[src/rtl/scl_gen_pkg.sv]
package scl_gen_pkg;
   typedef enum logic [1:0] {
      PH_OFF  = 2'd0,
      PH_WAIT = 2'd1,
      PH_HIGH = 2'd2,
      PH_LOW  = 2'd3
   } scl_phase_e;
endpackage

[src/rtl/scl_in_sync.sv]
module scl_in_sync #(
   parameter int STAGES = 2
) (
   input  logic clk,
   input  logic rst_n,
   input  logic d_in,
   output logic d_out
);
   if (STAGES < 0 || STAGES > 4) begin : g_bad_stages
      $error("scl_in_sync: STAGES must be 0..4");
   end

   if (STAGES == 0) begin : g_direct
      assign d_out = d_in;
   end else begin : g_chain
      logic [STAGES-1:0] sh_q;
      always_ff @(posedge clk or negedge rst_n) begin
         if (!rst_n) sh_q <= '1;
         else        sh_q <= {sh_q[STAGES-2 >= 0 ? STAGES-2 : 0 : 0], d_in};
      end
      assign d_out = sh_q[STAGES-1];
   end
endmodule

[src/rtl/scl_tick_gen.sv]
module scl_tick_gen #(
   parameter int PS_W = 8
) (
   input  logic            clk,
   input  logic            rst_n,
   input  logic            clr,
   input  logic [PS_W-1:0] div,
   output logic            tick
);
   if (PS_W < 1) begin : g_bad_w
      $error("scl_tick_gen: PS_W must be at least 1");
   end

   logic [PS_W-1:0] div_eff;
   logic [PS_W-1:0] pcnt_q;

   assign div_eff = (div == '0) ? PS_W'(1) : div;
   assign tick    = (pcnt_q == div_eff - PS_W'(1));

   always_ff @(posedge clk or negedge rst_n) begin
      if (!rst_n)            pcnt_q <= '0;
      else if (clr || tick)  pcnt_q <= '0;
      else                   pcnt_q <= pcnt_q + PS_W'(1);
   end

   AST_TICK_RESTARTS: assert property (@(posedge clk) disable iff (!rst_n)
      $past(tick) |-> (pcnt_q == '0));
endmodule

[src/rtl/scl_phase_ctr.sv]
module scl_phase_ctr #(
   parameter int PH_W = 9
) (
   input  logic            clk,
   input  logic            rst_n,
   input  logic            clr,
   input  logic            tick,
   input  logic [PH_W-1:0] limit,
   output logic            done
);
   if (PH_W < 2) begin : g_bad_w
      $error("scl_phase_ctr: PH_W must be at least 2");
   end

   logic [PH_W-1:0] lim_eff;
   logic [PH_W-1:0] cnt_q;

   assign lim_eff = (limit == '0) ? PH_W'(1) : limit;
   assign done    = tick && (cnt_q == lim_eff - PH_W'(1));

   always_ff @(posedge clk or negedge rst_n) begin
      if (!rst_n)    cnt_q <= '0;
      else if (clr)  cnt_q <= '0;
      else if (tick) cnt_q <= cnt_q + PH_W'(1);
   end

   AST_PHASE_CLEARED: assert property (@(posedge clk) disable iff (!rst_n)
      $past(clr) |-> (cnt_q == '0));
endmodule

[src/rtl/scl_period_gen.sv]
module scl_period_gen
   import scl_gen_pkg::*;
#(
   parameter int CNT_W       = 8,
   parameter bit HAS_EXT     = 1'b1,
   parameter int PS_W        = 8,
   parameter int SYNC_STAGES = 2
) (
   input  logic             clk,
   input  logic             rst_n,
   input  logic             en,
   input  logic [CNT_W-1:0] lo_cnt,
   input  logic             lo_ext,
   input  logic [CNT_W-1:0] hi_cnt,
   input  logic             hi_ext,
   input  logic [PS_W-1:0]  tick_div,
   input  logic             scl_in,
   output logic             scl_oe,
   output logic             scl_level,
   output logic             scl_fall,
   output logic             scl_rise
);
   localparam int PH_W = HAS_EXT ? CNT_W + 1 : CNT_W;

   if (CNT_W < 2) begin : g_bad_cnt
      $error("scl_period_gen: CNT_W must be at least 2");
   end

   logic [PH_W-1:0] lo_full, hi_full, limit;

   if (HAS_EXT) begin : g_ext
      assign lo_full = {lo_ext, lo_cnt};
      assign hi_full = {hi_ext, hi_cnt};
   end else begin : g_noext
      logic unused_ext;
      assign unused_ext = lo_ext ^ hi_ext;
      assign lo_full    = lo_cnt;
      assign hi_full    = hi_cnt;
   end

   logic scl_sync;
   scl_in_sync #(.STAGES(SYNC_STAGES)) u_sync (
      .clk   (clk),
      .rst_n (rst_n),
      .d_in  (scl_in),
      .d_out (scl_sync)
   );

   scl_phase_e st_q, st_n;
   logic       clr, tick, done;

   assign limit = (st_q == PH_HIGH) ? hi_full : lo_full;

   always_comb begin
      st_n = st_q;
      if (!en) st_n = PH_OFF;
      else begin
         unique case (st_q)
            PH_OFF:  st_n = PH_WAIT;
            PH_WAIT: if (scl_sync) st_n = PH_HIGH;
            PH_HIGH: if (done)     st_n = PH_LOW;
            PH_LOW:  if (done)     st_n = PH_WAIT;
            default: st_n = PH_OFF;
         endcase
      end
   end

   assign clr = (st_n != st_q) || (st_q == PH_OFF) || (st_q == PH_WAIT);

   scl_tick_gen #(.PS_W(PS_W)) u_tick (
      .clk   (clk),
      .rst_n (rst_n),
      .clr   (clr),
      .div   (tick_div),
      .tick  (tick)
   );

   scl_phase_ctr #(.PH_W(PH_W)) u_phase (
      .clk   (clk),
      .rst_n (rst_n),
      .clr   (clr),
      .tick  (tick),
      .limit (limit),
      .done  (done)
   );

   always_ff @(posedge clk or negedge rst_n) begin
      if (!rst_n) begin
         st_q     <= PH_OFF;
         scl_oe   <= 1'b0;
         scl_fall <= 1'b0;
         scl_rise <= 1'b0;
      end else begin
         st_q     <= st_n;
         scl_oe   <= (st_n == PH_LOW);
         scl_fall <= (st_n == PH_LOW)  && (st_q != PH_LOW);
         scl_rise <= (st_n == PH_HIGH) && (st_q != PH_HIGH);
      end
   end

   assign scl_level = scl_sync;

   AST_FALL_AT_DRIVE: assert property (@(posedge clk) disable iff (!rst_n)
      scl_fall |-> (scl_oe && !$past(scl_oe)));
   AST_PULSES_APART: assert property (@(posedge clk) disable iff (!rst_n)
      !(scl_fall && scl_rise));
   AST_RISE_SEEN_HIGH: assert property (@(posedge clk) disable iff (!rst_n)
      scl_rise |-> $past(scl_sync));
   AST_OFF_RELEASES: assert property (@(posedge clk) disable iff (!rst_n)
      !en |=> (!scl_oe && !scl_fall && !scl_rise));
endmodule

[config.mk]
export PLATFORM = sky130hd
export DESIGN_NAME = scl_period_gen
export DESIGN_NICKNAME = d
export VERILOG_FILES = /design/src/rtl/scl_gen_pkg.sv /design/src/rtl/scl_in_sync.sv /design/src/rtl/scl_tick_gen.sv /design/src/rtl/scl_phase_ctr.sv /design/src/rtl/scl_period_gen.sv
export SDC_FILE = /design/constraint.sdc
export NUM_CORES = 1
export LEC_CHECK = 0
export BUFFER_PORTS_ARGS = -buffer_cell sky130_fd_sc_hd__buf_2
export CORE_ASPECT_RATIO = 1.2
export CORE_UTILIZATION = 50
export CTS_CLUSTER_SIZE = 20
export DETAILED_ROUTE_END_ITERATION = 7
export GPL_ROUTABILITY_DRIVEN = 0
export PLACE_DENSITY = 0.72
export SYNTH_ARGS = -nofsm -noshare
export SYNTH_HDL_FRONTEND = slang
export SYNTH_SLANG_ARGS = --single-unit
[constraint.sdc]
create_clock -name clk -period 4.15 [get_ports clk]
set_input_delay 0.2075 -clock clk [delete_from_list [all_inputs] [get_ports clk]]
set_output_delay 0.2075 -clock clk [all_outputs]
set_load 0.01 [all_outputs]
==> flow_summary.toml <==
[floorplanning]
initial_core_util_pct = 53.3
die_w_um = 59.3
die_h_um = 70.7
pin_count = 34
fp.dieArea_um2 = 4190
core_area_um2 = 3690
rows = 24

[run]
drv_cap = 0

[detailed_routing]
drc = 0
wl_per_cell_um = 14.4
wl_um = 4320
first_pass_iters = 4
vias_per_cell = 5.77
via_count = 1732
drtAntennaViolNets = 0
drt_iter0_markers = 115

[clocking]
clock_latency_ps = 270
clock_sinks = 24
h-tree-depth = 1
cts_root_buffer = "clkbuf_8"
cts_hold_buf = 1
path_clk_slew_ps = 90
numCtsBuffers = 3
cts_tree = "yes"
cts_buffer_depth = 2
post_cts_resized = 0
postCtsSetupRepairBufs = 0

[sta]
rsz0062_at_grt = "no"
max_freq_ghz = 0.287
hold_violations = 0
setup-tns-final_ps = 0
whs_ps = 27.9
slew_headroom_pct = 53.5
fin_skew_ps = 3.06
final.setup.worst_slack_ps = 670
finalSetupViolations = 0
report.final.slew_viol_count = 0
fin_crit_sh_pct = 83.9
fin_crit_ps = 3480
worst_pin_slew_ps = 695

[global_route]
grt_max_degree = 25
grt_remaining_overflow = 0
grt_antenna_before_repair = 0
grt_pass1_wl_um = 7380
track_usage_pct = 23.0
grt_pass1_vias = 1668

[logic_synthesis]
synth_edf_count = 0
syn_area_um2 = 1970
ys.flop_type = "dfrtp_1"
synth_seq_area_share_pct = 30.6
avgSynthCellArea_um2 = 8.99
syn-num-nets = 253
ys_ff_latch = 24
syn_inst = 219
yosys_warnings = 0
async_reset_ff_share_pct = 100
yosysUniqueCellTypes = 53

[worst_setup_path]
worstSetupStartpointType = "flip-flop"
cp-end-kind = "flip-flop"
arrival_ps = 3670
criticalPathCategory = "flip-flop to flip-flop"
cp_max_fo = 13
cp_data_required_time_ps = 4340

[cells_and_area]
final_cell_mix = "buf_2 (33), dfrtp_1 (22), nor2_1 (20), xnor2_1 (19), nor3_1 (17)"
drive_gt1_share_pct = 21.8
areaGrowthSynthToFinish_pct = 13.6
diodes = 0
fin_util_pct = 60.5
final_nets = 283
layout_commonest_cell = "buf_2"

[run_status]
status = "completed"

[min_path]
hp-class = "input pin to flip-flop"

[placed_design]
io_buffers = 33
hpwlAfterDp_um = 3350
pre_cts_slack_ps = 723

[pwr]
p_per_area_nw_per_um2 = 252
worst_ir_drop_vdd_uv = 160
p_leak_nw = 0.915
## cell usage after synthesis (2+ instances only)
| cell type | count | share of area [%] |
|---|---|---|
| dfstp_2 | 2 | 2.7 |
| xnor2_1 | 19 | 8.5 |
| buf_1 | 2 | 0.38 |
| clkbuf_1 | 4 | 0.76 |
| a211oi_1 | 2 | 0.76 |
| nor2b_1 | 4 | 1.3 |
| ha_1 | 4 | 2.5 |
| buf_2 | 2 | 0.51 |
| dfrtp_1 | 22 | 28 |
| o21ai_0 | 3 | 0.76 |
| or3_1 | 2 | 0.64 |
| nand2_1 | 6 | 1.1 |
| or4_1 | 2 | 0.76 |
| xor2_1 | 11 | 4.9 |
| nor3_1 | 17 | 4.3 |
| o31a_1 | 2 | 0.89 |
| nand3_1 | 11 | 2.8 |
| o211ai_1 | 3 | 1.1 |
| nand2b_1 | 7 | 2.2 |
| o2111ai_1 | 2 | 0.89 |
| nor4_1 | 4 | 1.3 |
| nor2_1 | 20 | 3.8 |
| a211o_1 | 2 | 0.89 |
| or2_2 | 2 | 0.64 |
| buf_4 | 2 | 0.76 |
| mux2i_1 | 13 | 6.6 |
| a31oi_1 | 3 | 0.95 |
| inv_1 | 8 | 1.5 |
| a21oi_1 | 10 | 2.5 |
| and3_1 | 3 | 0.95 |
| nand4_1 | 3 | 0.95 |
## cell type report
cell class / instances / area, um^2
Clock inverter: 1 / 30.0
Clock buffer: 3 / 41.3
Multi-Input combinational cell: 176 / 1280
Sequential cell: 24 / 603
Fill cell: 343 / 1460
Timing Repair Buffer: 36 / 190
Inverter: 8 / 30.0
Tap cell: 52 / 65.1
## where the power goes
part           total (W)  switching [W]  leakage [nW]  internal, W
Combinational   0.000115      0.0000660         0.554    0.0000492
Clock           0.000206      0.0000773        0.0357     0.000129
Sequential      0.000243     0.00000456         0.326     0.000238
## through the flow
stage          instance area (um^2)  power [W]  instances
2_1_floorplan                  1970   0.000320        219
3_3_place_gp                   2150   0.000360        295
3_5_place_dp                   2150   0.000362        295
4_1_cts                        2240   0.000568        300
5_1_grt                        2240   0.000590        300
6_report                       2240   0.000564        300
## kinds of logic after synthesis
logic type | share of synthesized area, %
AO/OA/AOI/OAI | 13.9
multiplexers | 7.76
adder cells (fa/ha/maj) | 2.54
XOR/XNOR | 13.4
AND/OR/NAND/NOR | 27.3
flip-flops | 30.6
buffers and inverters | 4.51
## per-layer routing
| metal | GRT usage (%) | wire length [um] |
|---|---|---|
| met2 | 40.9 | 2320 |
| met3 | 2.93 | 178 |
| met1 | 27.2 | 1750 |
| met5 | 0 | 0 |
| met4 | 9.26 | 63 |
## critical path: stages, from the launching register on
cell       delay (ps)
dfrtp_1           440
nand2b_1          180
or4_4             440
a211oi_4          340
a21oi_1           110
ha_1              240
xor2_1            160
xnor2_1           140
a211oi_1          200
o2111ai_1         200
nor4b_4           670
mux2i_1           270
## sequential cells by signal (all words and copies together), names as in the netlist
name                 count
scl_fall                 1
st_q                     2
u_tick.pcnt_q            8
scl_oe                   1
u_phase.cnt_q            9
u_sync.g_chain.sh_q      2
scl_rise                 1
## worst paths after layout
check	start	to	slack, ps	depth (start not counted)
worst min register to register	u_sync.g_chain.sh_q[0]$_DFF_PN1_	u_sync.g_chain.sh_q[1]$_DFF_PN1_	360	0
worst max register to register	st_q[0]$_DFF_PN0_	scl_oe$_DFF_PN0_	670	11
min in group asynchronous	rst_n	u_tick.pcnt_q[0]$_DFF_PN0_	440	2
worst max-delay path	st_q[0]$_DFF_PN0_	scl_oe$_DFF_PN0_	670	11
max in group asynchronous	rst_n	u_sync.g_chain.sh_q[0]$_DFF_PN1_	3340	2
worst min-delay path	scl_in	u_sync.g_chain.sh_q[0]$_DFF_PN1_	30	1
No activity file was read; power rests on OpenSTA's default activity.
